### config.mk
export PLATFORM = sky130hd
export DESIGN_NAME = bcd_adjust_unit
export DESIGN_NICKNAME = d
export VERILOG_FILES = /design/src/rtl/bcdadj_pkg.sv /design/src/rtl/bcdadj_ctrl.sv /design/src/rtl/bcdadj_dp.sv /design/src/rtl/bcd_adjust_unit.sv
export SDC_FILE = /design/constraint.sdc
export NUM_CORES = 1
export LEC_CHECK = 0
export ABC_AREA = 1
export BUFFER_PORTS_ARGS = -buffer_cell sky130_fd_sc_hd__buf_2
export CAP_MARGIN = 20
export CELL_PAD_IN_SITES_DETAIL_PLACEMENT = 1
export CELL_PAD_IN_SITES_GLOBAL_PLACEMENT = 2
export CORE_ASPECT_RATIO = 0.7
export CORE_UTILIZATION = 28
export DETAILED_ROUTE_END_ITERATION = 12
export MAX_ROUTING_LAYER = met4
export PLACE_DENSITY_LB_ADDON = 0.1
export SLEW_MARGIN = 20
export SYNTH_ARGS = -nofsm -noshare
export SYNTH_HDL_FRONTEND = slang
export SYNTH_HIERARCHICAL = 1
export SYNTH_SLANG_ARGS = --single-unit
### constraint.sdc
create_clock -name clk -period 1.1 [get_ports clk]
set_input_delay 0.165 -clock clk [delete_from_list [all_inputs] [get_ports clk]]
set_output_delay 0.165 -clock clk [all_outputs]
set_load 0.02 [all_outputs]
### src/rtl/bcdadj_pkg.sv
package bcdadj_pkg;

  typedef enum logic [1:0] {
    OP_PACK_ADD = 2'b00,
    OP_PACK_SUB = 2'b01,
    OP_UNP_ADD  = 2'b10,
    OP_UNP_SUB  = 2'b11
  } adjOp_e;

  // Strobes from control to datapath
  typedef struct packed {
    logic load;      // capture a new result
    logic subtract;  // apply corrections downward
    logic unpacked;  // one digit per byte, carry into high byte
    logic lowFix;    // low-digit correction fires
    logic highFix;   // high-digit correction fires (packed only)
  } adjStrobe_t;

endpackage

### src/rtl/bcdadj_ctrl.sv
module bcdadj_ctrl
  import bcdadj_pkg::*;
#(
  parameter int DIGIT_W = 4
) (
  input  logic                   inValid,
  input  logic [1:0]             opSel,
  input  logic [2*DIGIT_W-1:0]   inAl,
  input  logic                   inAf,
  input  logic                   inCf,
  output adjStrobe_t             stb
);

  localparam int BYTE_W = 2 * DIGIT_W;
  localparam logic [DIGIT_W-1:0] DIGIT_MAX = DIGIT_W'(9);
  localparam logic [BYTE_W-1:0]  PAIR_MAX  = {DIGIT_MAX, DIGIT_MAX};

  adjOp_e op;
  logic   lowOver;
  logic   pairOver;

  always_comb begin
    op       = adjOp_e'(opSel);
    lowOver  = inAl[DIGIT_W-1:0] > DIGIT_MAX;
    pairOver = inAl > PAIR_MAX;

    stb.load     = inValid;
    stb.subtract = (op == OP_PACK_SUB) || (op == OP_UNP_SUB);
    stb.unpacked = (op == OP_UNP_ADD)  || (op == OP_UNP_SUB);
    stb.lowFix   = lowOver || inAf;
    stb.highFix  = !stb.unpacked && (pairOver || inCf);
  end

endmodule

### src/rtl/bcdadj_dp.sv
module bcdadj_dp
  import bcdadj_pkg::*;
#(
  parameter int DIGIT_W = 4,
  parameter bit ZF_EN   = 1'b1
) (
  input  logic                 clk,
  input  logic                 rstN,
  input  adjStrobe_t           stb,
  input  logic [2*DIGIT_W-1:0] inAl,
  input  logic [2*DIGIT_W-1:0] inAh,
  output logic [2*DIGIT_W-1:0] outAl,
  output logic [2*DIGIT_W-1:0] outAh,
  output logic                 outAf,
  output logic                 outCf,
  output logic                 outZf,
  output logic                 outValid
);

  localparam int BYTE_W = 2 * DIGIT_W;
  localparam logic [BYTE_W-1:0] LOW_STEP  = BYTE_W'((1 << DIGIT_W) - 10);
  localparam logic [BYTE_W-1:0] HIGH_STEP = LOW_STEP << DIGIT_W;

  logic [BYTE_W-1:0] stepTotal;
  logic [BYTE_W-1:0] alSum;
  logic [BYTE_W-1:0] nextAl;
  logic [BYTE_W-1:0] nextAh;
  logic              nextCf;

  always_comb begin
    stepTotal = (stb.lowFix  ? LOW_STEP  : '0)
              + (stb.highFix ? HIGH_STEP : '0);
    alSum     = stb.subtract ? (inAl - stepTotal) : (inAl + stepTotal);
    nextAl    = stb.unpacked ? {{DIGIT_W{1'b0}}, alSum[DIGIT_W-1:0]} : alSum;
    if (stb.unpacked && stb.lowFix)
      nextAh = stb.subtract ? (inAh - 1'b1) : (inAh + 1'b1);
    else
      nextAh = inAh;
    nextCf    = stb.unpacked ? stb.lowFix : stb.highFix;
  end

  always_ff @(posedge clk or negedge rstN) begin
    if (!rstN) begin
      outAl    <= '0;
      outAh    <= '0;
      outAf    <= 1'b0;
      outCf    <= 1'b0;
      outValid <= 1'b0;
    end else begin
      outValid <= stb.load;
      if (stb.load) begin
        outAl <= nextAl;
        outAh <= nextAh;
        outAf <= stb.lowFix;
        outCf <= nextCf;
      end
    end
  end

  generate
    if (ZF_EN) begin : g_zf
      logic zfQ;
      always_ff @(posedge clk or negedge rstN) begin
        if (!rstN)         zfQ <= 1'b0;
        else if (stb.load) zfQ <= (nextAl == '0);
      end
      assign outZf = zfQ;

      AST_ZF_MATCH: assert property (@(posedge clk) disable iff (!rstN)
        outValid |-> (outZf == (outAl == '0)));
    end else begin : g_nozf
      assign outZf = 1'b0;
    end
  endgenerate

  AST_VALID_TRACK: assert property (@(posedge clk) disable iff (!rstN)
    stb.load |=> outValid);
  AST_IDLE_HOLD: assert property (@(posedge clk) disable iff (!rstN)
    !stb.load |=> (!outValid && $stable(outAl) && $stable(outAh)
                   && $stable(outAf) && $stable(outCf)));
  AST_UNPACKED_HIGH_ZERO: assert property (@(posedge clk) disable iff (!rstN)
    (stb.load && stb.unpacked) |=> (outAl[BYTE_W-1:DIGIT_W] == '0));
  AST_UNPACKED_FLAGS_AGREE: assert property (@(posedge clk) disable iff (!rstN)
    (stb.load && stb.unpacked) |=> (outAf == outCf));
  AST_PACKED_AH_KEEP: assert property (@(posedge clk) disable iff (!rstN)
    (stb.load && !stb.unpacked) |=> (outAh == $past(inAh)));

endmodule

### src/rtl/bcd_adjust_unit.sv
module bcd_adjust_unit
  import bcdadj_pkg::*;
#(
  parameter int DIGIT_W = 4,
  parameter bit ZF_EN   = 1'b1
) (
  input  logic                 clk,
  input  logic                 rstN,
  input  logic                 inValid,
  input  logic [1:0]           opSel,
  input  logic [2*DIGIT_W-1:0] inAl,
  input  logic [2*DIGIT_W-1:0] inAh,
  input  logic                 inAf,
  input  logic                 inCf,
  output logic [2*DIGIT_W-1:0] outAl,
  output logic [2*DIGIT_W-1:0] outAh,
  output logic                 outAf,
  output logic                 outCf,
  output logic                 outZf,
  output logic                 outValid
);

  adjStrobe_t stb;

  bcdadj_ctrl #(.DIGIT_W(DIGIT_W)) ctrl_i (
    .inValid (inValid),
    .opSel   (opSel),
    .inAl    (inAl),
    .inAf    (inAf),
    .inCf    (inCf),
    .stb     (stb)
  );

  bcdadj_dp #(.DIGIT_W(DIGIT_W), .ZF_EN(ZF_EN)) dp_i (
    .clk      (clk),
    .rstN     (rstN),
    .stb      (stb),
    .inAl     (inAl),
    .inAh     (inAh),
    .outAl    (outAl),
    .outAh    (outAh),
    .outAf    (outAf),
    .outCf    (outCf),
    .outZf    (outZf),
    .outValid (outValid)
  );

endmodule

==> flow_metrics.py <==
metrics = {
    "routing": {
        "vias": 1904,
        "ant_nets": 0,
        "drcViolationCount": 0,
        "via_per_inst": 4.68,
        "dr.pass1.iters": 4,
        "drtIter0Drc": 64,
        "wl_per_cell_um": 16.1,
        "wirelength_um": 6570,
    },
    "critical_path": {
        "critPathCaptureType": "flop",
        "critPathMaxStageDelay_ps": 240,
        "cp.arrival_ps": 2240,
        "r2r_slack_ps": 240,
        "worstPathMaxFanout": 4,
        "start_kind": "input pin",
        "cp_top_family": "simple AND/OR/NAND/NOR gates",
        "slowest_stage": "ha_4",
        "cp_cell_sequence": "buf_8 -> nand2_4 -> nor3_4 -> nand2_1 -> nand2_1 -> nand2_1 -> a21oi_2 -> inv_2 -> ha_4 -> o21ai_4 -> ha_4 -> nand2_2 -> inv_2 -> a21oi_4 -> nand2_1 -> nand2_1 -> nand3_2 -> nand3_2 -> nand2_1",
        "cp.required_ps": 1260,
        "cp_common_cell": "nand2_1",
        "crit_type": "in2reg",
        "path_buf_inv": 3,
    },
    "global_routing": {
        "grt_max_degree": 22,
        "grt_pass1_wl_um": 10100,
        "antenna_found_initial": 0,
        "use_met1_pct": 30.5,
        "grt_pass1_vias": 1961,
        "grtUsageTotal_pct": 22.8,
        "overflow": 0,
        "use_met2_pct": 37.7,
        "busiest_layer": "met2",
        "grtUsageMet3_pct": 3.17,
    },
    "floorplan": {
        "core_sq_mm": 0.00534,
        "die_height_um": 65.0,
        "io_pins": 43,
        "start_util_pct": 29.8,
        "dieArea_sq_mm": 0.00599,
        "die_x_um": 92.0,
        "rows": 22,
    },
    "yosys": {
        "ys_ff_latch": 20,
        "yosysUniqueCellTypes": 29,
        "synth_area_leaders": "dfrtp_1 31%, nand2_1 18%, ha_1 12%, inv_1 8.0%, nand3_1 5.4%",
        "post-synth-top-area-cell": "dfrtp_1",
        "synth_nets": 271,
        "synth_cells": 232,
        "synth.top_cell.area_share_pct": 31.5,
        "synthesis.area_sq_mm": 0.00159,
        "ys_seq_area_share_pct": 31.5,
        "synth.avg_cell_area_sq_um": 6.85,
        "ys_warn_count": 6,
    },
    "clocking": {
        "cts_tree": "built",
        "clkTransAtPathRegs_ps": 90,
        "root_buffer": "clkbuf_8",
        "clock_sinks": 20,
        "cts_buffers": 3,
        "htreeDepth": 1,
        "clk_latency_ps": 270,
        "ctsLongestPathBuffers": 2,
    },
    "place": {
        "port_buffers": 42,
        "hpwl_um": 4450,
        "gp_congestion": 0.821,
    },
    "power": {
        "finalPower_uw": 3030,
        "leakagePower_uw": 0.00149,
        "peakVddDrop_mv": 0.520,
        "pwr_density_cell_mw_per_mm2": 1030,
    },
    "sta": {
        "fin_crit_ps": 2070,
        "period_share_pct": 188,
        "clock_skew_ps": 0,
        "slew_violations": 0,
        "timing.fmax_mhz": 483,
        "rsz0062_at_grt": "true",
        "slew_headroom_pct": 64.3,
        "finalSetupViolCount": 16,
        "tightest_slew_ps": 536,
        "hold_violations": 0,
        "setup_tns_ps": -5400,
        "worst_slack_ps": -970,
    },
    "final_layout": {
        "layout.nets": 375,
        "multi_input_area_sq_mm": 0.00134,
        "fillers": 652,
        "insertedDiodeCount": 0,
        "drive_above_1_share_pct": 55.8,
        "syn_to_final_growth_pct": 85.4,
        "regArea_sq_um": 500,
    },
    "status": {
        "violations": "setup timing",
        "outcome": "complete, but fails checks",
    },
    "job": {
        "maxCapViolCount": 0,
    },
    "worst_hold_path": {
        "hold_class": "in2reg",
    },
}
==> worst paths after layout <==
kind,start,endpoint,cells past startpoint
min in group asynchronous,rstN,dp_i/outCf,2
max reg2reg,dp_i/outAh[7],dp_i/outAh[7],2
max,inAl[4],dp_i/outZf,19
min reg2reg,dp_i/outAl[5],dp_i/outAl[5],2
min,inAh[3],dp_i/outAh[3],3
max in group asynchronous,rstN,dp_i/outAh[7],2
==> cells in the mapped netlist, drive strengths merged <==
cell type   n
a21oi      11
a22o        1
a31oi       2
buf         2
clkbuf      4
clkinv      1
dfrtp      20
fa          1
ha         15
inv        37
nand2      77
nand2b      1
nand3      17
nand3b      1
nand4       5
nor2       10
nor3        2
o211ai      3
o21ai      15
o21bai      2
o22ai       1
xnor2       2
xor2        2
==> layer usage <==
metal  vias up  part of all wire, %
li1        955                    -
met1       907                   49
met2        36                   47
met3         6                  2.7
met4         0                  1.1
met5         -                    0
==> kinds of logic after synthesis <==
| family | count (synthesis) | share of synthesized area (%) |
|---|---|---|
| compound gates | 35 | 12.5 |
| xor+xnor | 4 | 2.21 |
| fa+ha+maj | 16 | 13.1 |
| buf+inv | 44 | 10.7 |
| flops | 20 | 31.5 |
| simple gates | 113 | 30.0 |
==> placed cells by master, fill, tap and decap left out, types with 3 or more instances in the layout <==
| cell | count |
|---|---|
| nand2_1 | 54 |
| buf_4 | 48 |
| buf_2 | 36 |
| inv_1 | 23 |
| dfrtp_1 | 20 |
| nand2_2 | 14 |
| inv_2 | 13 |
| buf_6 | 11 |
| ha_4 | 11 |
| nand3_1 | 9 |
| buf_8 | 9 |
| nand3_2 | 8 |
| nand2_4 | 7 |
| nor2_1 | 7 |
| o21ai_0 | 5 |
| a21oi_2 | 5 |
| o21ai_2 | 5 |
| nand4_1 | 5 |
| clkbuf_8 | 4 |
| o21ai_1 | 3 |
| a21oi_4 | 3 |
| o211ai_1 | 3 |
| a21oi_1 | 3 |
| ha_1 | 3 |
==> sequential cells by signal, summed over array words and instances (netlist names) <==
signal / cells
dp_i/outAl: 8
dp_i/outCf: 1
dp_i/outAh: 8
dp_i/outZf: 1
dp_i/outAf: 1
dp_i/outValid: 1
==> power by group <==
part	switching (uW)	internal (uW)	leakage [uW]
registers	54.7	828	0.000244
clock network	289	320	0.0000288
logic	832	710	0.00122
==> through the flow <==
step / hold WS, ps / std cells / setup WS (ps) / util [%] / cell area (sq um)
final: 146 / 407 / -970 / 55.2 / 2950
after global routing: 156 / 407 / -1080 / 55.2 / 2950
after CTS: 145 / 402 / -898 / 50.2 / 2680
after detailed placement: 184 / 394 / -1330 / 44.1 / 2350
after global placement: 178 / 394 / -1210 / 44.1 / 2350
after floorplan: -131 / 232 / -924 / - / 1700
==> layout make-up <==
cell class              instances  share of cell area [%]
well taps                      72                    3.06
repair buffers                105                    27.5
clock buffers                   4                    1.87
flip-flops and latches         20                    17.0
inverters                      38                    5.01
multi-input cells             168                    45.6
==> worst register-to-register path, stage by stage, from the launching register on <==
cell	delay (ps)
dfrtp_1	390
a22o_1	220
o21bai_1	150
==> repair_timing <==
item                                    in CTS  in global routing
hold buffers                                 1                  0
resized for setup                           58                 58
endpoints found under the setup margin      16                 16
buffers inserted                             3                  5
endpoints found under the hold margin       20                  0
pin swaps                                   34                 20
Power figures use the tool's default switching activity.
